`config.mk`:
```
export PLATFORM = sky130hd
export DESIGN_NAME = npc_unit
export DESIGN_NICKNAME = d
export VERILOG_FILES = /design/src/rtl/npc_pkg.sv /design/src/rtl/npc_rel_target.sv /design/src/rtl/npc_skip_eval.sv /design/src/rtl/npc_link_calc.sv /design/src/rtl/npc_unit.sv
export SDC_FILE = /design/constraint.sdc
export NUM_CORES = 1
export LEC_CHECK = 0
export BUFFER_PORTS_ARGS = -buffer_cell sky130_fd_sc_hd__buf_2
export CAP_MARGIN = 15
export CELL_PAD_IN_SITES_DETAIL_PLACEMENT = 1
export CELL_PAD_IN_SITES_GLOBAL_PLACEMENT = 2
export CORE_AREA = 3 3 171 131
export DETAILED_ROUTE_END_ITERATION = 8
export DIE_AREA = 0 0 174 134
export PLACE_DENSITY_LB_ADDON = 0.1
export SYNTH_ARGS = -nofsm -noshare
export SYNTH_HDL_FRONTEND = slang
export SYNTH_SLANG_ARGS = --single-unit
```
`constraint.sdc`:
```
create_clock -name clk_i -period 4.4 [get_ports clk_i]
set_clock_uncertainty 0.15 [all_clocks]
set_input_delay 0.22 -clock clk_i [delete_from_list [all_inputs] [get_ports clk_i]]
set_output_delay 0.22 -clock clk_i [all_outputs]
set_load 0.05 [all_outputs]
```
`src/rtl/npc_pkg.sv`:
```
package npc_pkg;

    typedef enum logic [3:0] {
        CT_SEQ      = 4'd0,
        CT_BR       = 4'd1,
        CT_BSR      = 4'd2,
        CT_JMP      = 4'd3,
        CT_CALL     = 4'd4,
        CT_RET_OUT  = 4'd5,
        CT_RET_IN   = 4'd6,
        CT_SKP_ZERO = 4'd7,
        CT_SKP_NZ   = 4'd8,
        CT_SKP_CC   = 4'd9,
        CT_SKP_NCC  = 4'd10
    } npc_ctrl_e;

    typedef enum logic {
        ST_BOOT = 1'b0,
        ST_RUN  = 1'b1
    } npc_state_e;

endpackage

```
`src/rtl/npc_rel_target.sv`:
```
module npc_rel_target #(
    parameter int PC_W  = 32,
    parameter int OFF_W = 11
) (
    input  logic [PC_W-1:0]  pc_i,
    input  logic [OFF_W-1:0] off_i,
    output logic [PC_W-1:0]  tgt_o
);
    localparam int EXT_W = PC_W - OFF_W;

    logic [PC_W-1:0] off_ext;
    logic [PC_W-1:0] off_plus;

    always_comb begin
        off_ext  = {{EXT_W{off_i[OFF_W-1]}}, off_i};
        off_plus = off_ext + PC_W'(1);
        tgt_o    = pc_i + {off_plus[PC_W-2:0], 1'b0};
    end
endmodule

```
`src/rtl/npc_skip_eval.sv`:
```
module npc_skip_eval #(
    parameter int PC_W = 32
) (
    input  npc_pkg::npc_ctrl_e ctrl_i,
    input  logic [PC_W-1:0]    rs_val_i,
    input  logic               cc_true_i,
    input  logic               next_is_prefix_i,
    output logic [2:0]         adv_o
);
    import npc_pkg::*;

    logic rs_zero;
    logic taken;

    always_comb begin
        rs_zero = (rs_val_i == '0);
        unique case (ctrl_i)
            CT_SKP_ZERO: taken = rs_zero;
            CT_SKP_NZ:   taken = !rs_zero;
            CT_SKP_CC:   taken = cc_true_i;
            CT_SKP_NCC:  taken = !cc_true_i;
            default:     taken = 1'b0;
        endcase
        if (!taken)
            adv_o = 3'd2;
        else if (next_is_prefix_i)
            adv_o = 3'd6;
        else
            adv_o = 3'd4;
    end
endmodule

```
`src/rtl/npc_link_calc.sv`:
```
module npc_link_calc #(
    parameter int PC_W = 32
) (
    input  logic [PC_W-1:0] pc_i,
    output logic [PC_W-1:0] link_o
);
    logic [PC_W-1:0] ret_addr;

    always_comb begin
        ret_addr = pc_i + PC_W'(4);
        link_o   = {1'b0, ret_addr[PC_W-1:1]};
    end
endmodule

```
`src/rtl/npc_unit.sv`:
```
module npc_unit #(
    parameter int              PC_W     = 32,
    parameter int              OFF_W    = 11,
    parameter logic [PC_W-1:0] RESET_PC = '0
) (
    input  logic             clk_i,
    input  logic             rst_ni,
    input  logic             step_i,
    input  logic [3:0]       ctrl_i,
    input  logic [OFF_W-1:0] offset_i,
    input  logic [PC_W-1:0]  rs_val_i,
    input  logic [PC_W-1:0]  olink_i,
    input  logic [PC_W-1:0]  ilink_i,
    input  logic             cc_true_i,
    input  logic             next_is_prefix_i,
    output logic [PC_W-1:0]  pc_o,
    output logic [PC_W-1:0]  next_pc_o,
    output logic             link_we_o,
    output logic [PC_W-1:0]  link_val_o
);
    import npc_pkg::*;

    localparam logic [PC_W-1:0] RESET_PC_AL = {RESET_PC[PC_W-1:1], 1'b0};

    npc_state_e      state_q, state_d;
    npc_ctrl_e       ctrl;
    logic [PC_W-1:0] pc_q;
    logic [PC_W-1:0] rel_tgt;
    logic [PC_W-1:0] link_calc;
    logic [2:0]      adv;
    logic [PC_W-1:0] next_pc;
    logic            is_link;
    logic            link_we_q;
    logic [PC_W-1:0] link_val_q;

    assign ctrl = npc_ctrl_e'(ctrl_i);

    npc_rel_target #(.PC_W(PC_W), .OFF_W(OFF_W)) rel_i (
        .pc_i  (pc_q),
        .off_i (offset_i),
        .tgt_o (rel_tgt)
    );

    npc_skip_eval #(.PC_W(PC_W)) skip_i (
        .ctrl_i           (ctrl),
        .rs_val_i         (rs_val_i),
        .cc_true_i        (cc_true_i),
        .next_is_prefix_i (next_is_prefix_i),
        .adv_o            (adv)
    );

    npc_link_calc #(.PC_W(PC_W)) link_i (
        .pc_i   (pc_q),
        .link_o (link_calc)
    );

    // next-address selection
    always_comb begin
        is_link = 1'b0;
        unique case (ctrl)
            CT_BR:      next_pc = rel_tgt;
            CT_BSR: begin
                next_pc = rel_tgt;
                is_link = 1'b1;
            end
            CT_JMP:     next_pc = {rs_val_i[PC_W-2:0], 1'b0};
            CT_CALL: begin
                next_pc = {rs_val_i[PC_W-2:0], 1'b0};
                is_link = 1'b1;
            end
            CT_RET_OUT: next_pc = {olink_i[PC_W-2:0], 1'b0};
            CT_RET_IN:  next_pc = {ilink_i[PC_W-2:0], 1'b0};
            default:    next_pc = pc_q + PC_W'(adv);
        endcase
    end

    // state transitions: boot_done (ST_BOOT -> ST_RUN), stay (ST_RUN)
    always_comb begin
        unique case (state_q)
            ST_BOOT: state_d = ST_RUN;
            ST_RUN:  state_d = ST_RUN;
            default: state_d = ST_BOOT;
        endcase
    end

    always_ff @(posedge clk_i or negedge rst_ni) begin
        if (!rst_ni)
            state_q <= ST_BOOT;
        else
            state_q <= state_d;
    end

    // registered outputs
    always_ff @(posedge clk_i or negedge rst_ni) begin
        if (!rst_ni) begin
            pc_q       <= RESET_PC_AL;
            link_we_q  <= 1'b0;
            link_val_q <= '0;
        end else begin
            link_we_q <= 1'b0;
            unique case (state_q)
                ST_BOOT: begin
                    pc_q <= RESET_PC_AL;
                end
                ST_RUN: begin
                    if (step_i) begin
                        pc_q <= next_pc;
                        if (is_link) begin
                            link_we_q  <= 1'b1;
                            link_val_q <= link_calc;
                        end
                    end
                end
                default: pc_q <= RESET_PC_AL;
            endcase
        end
    end

    assign pc_o       = pc_q;
    assign next_pc_o  = next_pc;
    assign link_we_o  = link_we_q;
    assign link_val_o = link_val_q;

endmodule

```
==> metrics.yaml <==
sta:
  fin_tns_setup_ns: 0
  grt_setup_unrepaired: "true"
  slew_viol_final: 0
  hold_viol_final: 0
  max_slew_margin_pct: 19.6
  hold_ws_ns: 0.0963
  fmax_mhz: 234
  layout_min_cycle_time_ns: 4.27
  timing.final.crit_share_pct: 97.1
  setup_violations: 0
  worst_pin_slew_ns: 1.21
cells_and_area:
  drive_gt1_share_pct: 33.8
  fin_util_pct: 38.6
  fin_nets: 1098
  fin_cells: 1243
  multi_input_area_mm2: 0.00414
  register_area_mm2: 0.00163
  syn2layout_area_growth_pct: 34.6
  fillCellCount: 2587
  design_area_mm2: 0.00808
setup_path:
  critPathMaxStageDelay_ns: 0.38
  r2r_slack_ns: 1.22
  required_ns: 4.03
  worst-setup-path-type: "in2out"
  critical_path_buf_inv_count: 7
  ff2ff_path_depth: 10
  crit_top_cell: "buf_4"
  critPathTopFamily: "compound AO/OA/AOI/OAI gates"
  rr_endpoint: "pc_o[28]"
  crit_chain: "buf_8 -> nor4_4 -> buf_4 -> nand4_1 -> buf_4 -> nor3_1 -> o21ai_0 -> o21ai_2 -> a22oi_2 -> ha_2 -> inv_2 -> fa_2 -> and2b_4 -> o21bai_4 -> a31oi_4 -> a41oi_4 -> buf_6 -> nor2_4 -> buf_4 -> a311oi_4 -> buf_12"
  worstPathArrival_ns: 3.90
  critPathSlowestCell: "a41oi_4"
  worstReg2RegStart: "pc_o[7]"
  endpoint_kind: "output pin"
  worstPathMaxFanout: 3
  startpoint_type: "input port"
routing:
  postRouteWirelength_um: 27400
  ant_nets: 0
  viasPerCell: 5.41
  via_count: 6727
  drt-initial-drc-count: 588
  drc: 0
  dr.pass1.iters: 9
  wl_per_cell_um: 22.0
power:
  p_leak_nw: 3.93
  p_per_area_mw_per_mm2: 333
  peakVddDrop_v: 0.000190
floorplan:
  initial_utilization_pct: 28.6
  pin_count: 213
  rows: 46
  dieWidth_um: 174
  die-area_mm2: 0.0233
  design.core.area_mm2: 0.0210
  die_y_um: 134
logic_synthesis:
  postSynthCellCount: 730
  synthFlopType: "dfrtp_1"
  synth_area_leaders: "dfrtp_1, ha_1, nand2_1"
  synth_cell_types: 75
  netlist_top_cells_count: "nand2_1, o21ai_0, dfrtp_1"
  yosys_warnings: 0
  synth_top_cell_by_area: "dfrtp_1"
  avgSynthCellArea_um2: 8.22
  ys_seq_elements: 65
  netlist_area_mm2: 0.00600
  yosysSeqAreaShare_pct: 27.1
  yosysMostFrequentCell: "nand2_1"
  syn_nets: 879
  synth_edf_count: 0
  synth_async_sr_flop_share_pct: 100
  synth_top_area_share_pct: 27.1
min_path:
  hold_path_end: "pc_o[27]"
  hold_path_startpoint: "ilink_i[26]"
  whs_path_depth: 3
  hold_path_class: "in2reg"
placed_design:
  dp_hpwl_um: 21900
  gp_congestion: 0.876
  postPlaceCellArea_mm2: 0.00747
  post-place-cells: 1222
  numPortBuffers: 209
flow_run:
  cap_viol_max_count: 0
global_route:
  met2_usage_pct: 33.6
  grt_usage_pct: 22.5
  use_met1_pct: 34.4
  busiest_layer: "met1"
  antenna_found_initial: 0
  grt_first_pass_wirelength_um: 41000
  grt-ovfl-total: 0
  grt_max_degree: 62
  grtUsageMet3_pct: 3.31
  grt_pass1_vias: 6733
cts:
  insertion_delay_ns: 0.34
  cts_tree: "yes"
  clk_pin_slew_worst_paths_ns: 0.06
  clock-sinks: 65
  cts_buffers: 9
  clk_path_buf_depth: 2
  root_buffer: "clkbuf_16"
  htree_levels: 3
status:
  status: "finished, final reports clean"
[layout by cell type, fill, tap and decap left out, types with 31 or more instances in the layout]
cell | netlist | layout
a21oi_1 | 36 | 33
buf_2 | 8 | 196
buf_4 | 4 | 49
dfrtp_1 | 65 | 65
ha_1 | 32 | 31
nand2_1 | 106 | 106
nand3_1 | 33 | 33
nor2_1 | 37 | 34
o21ai_0 | 75 | 71
xor2_1 | 31 | 31
[state kept, by name, summed over array words and instances (netlist names)]
name / count
link_val_o: 31
link_we_o: 1
pc_o: 32
state_q: 1
[layout make-up]
type,count,share of cell area [%]
repair buffers,261,19.1
well taps,288,4.46
clock inverters,7,1.53
diodes,1,0.0310
flip-flops and latches,65,20.1
inverters,14,0.651
multi-input cells,598,51.3
clock buffers,9,2.79
[logic make-up (layout without fill, tap and decap cells)]
family,count (synthesis),in the layout,share of synthesized area [%]
and+or+nand+nor,261,261,21.1
DFF,65,65,27.1
xor gates and xnor gates,62,62,9.05
other,2,3,0.125
AOI/OAI and AO/OA,229,229,27.4
buffers and inverters,67,291,6.36
muxes,11,11,1.86
adders and majority gates,33,33,7.01
[repair_timing]
| item | in CTS | in global routing |
|---|---|---|
| endpoints found under the setup margin | 9 | 18 |
| resized for setup | 12 | 36 |
| hold buffers | 1 | 0 |
| gates cloned | 0 | 0 |
| pin swaps | 1 | 21 |
| endpoints found under the hold margin | 32 | 0 |
| buffers inserted | 0 | 2 |
[through the flow]
stage | setup slack (ns) | total power, mW
2_1_floorplan | 0.0647 | 1.44
3_3_place_gp | -0.128 | 1.78
3_5_place_dp | -0.201 | 1.80
4_1_cts | -0.0536 | 2.69
5_1_grt | -0.0937 | 2.81
6_report | 0.127 | 2.69
[report_power, final]
group          internal, mW  total, mW  switching, mW
clock network         0.560      0.871          0.311
registers             0.664      0.740         0.0753
logic                 0.305       1.08          0.772
[per-layer routing]
metal,up-vias,routed length (um),part of all wire [%]
li1,3167,-,-
met1,3338,13800,50
met2,195,11700,43
met3,27,1480,5.4
met4,0,398,1.5
met5,-,0,0
[worst reg2reg max path, delay by kind of cell, from the launching register on]
| kind | cells | cell delay (ns) |
|---|---|---|
| adder cells (fa/ha/maj) | 1 | 0.39 |
| AND/OR/NAND/NOR | 1 | 0.12 |
| buffers and inverters | 1 | 0.15 |
| XOR/XNOR | 1 | 0.27 |
| flip-flops | 1 | 0.49 |
| AO/OA/AOI/OAI | 6 | 1.46 |
[worst max-delay path by stage]
stage | from | depth (start not counted) | to
final | rs_val_i[11] | 21 | next_pc_o[17]
after global routing | rs_val_i[11] | 21 | next_pc_o[21]
after CTS | rs_val_i[9] | 22 | next_pc_o[29]
after detailed placement | rs_val_i[9] | 22 | next_pc_o[29]
after global placement | rs_val_i[9] | 22 | next_pc_o[29]
after floorplan | ctrl_i[1] | 15 | next_pc_o[19]
No activity file was read; power rests on OpenSTA's default activity.
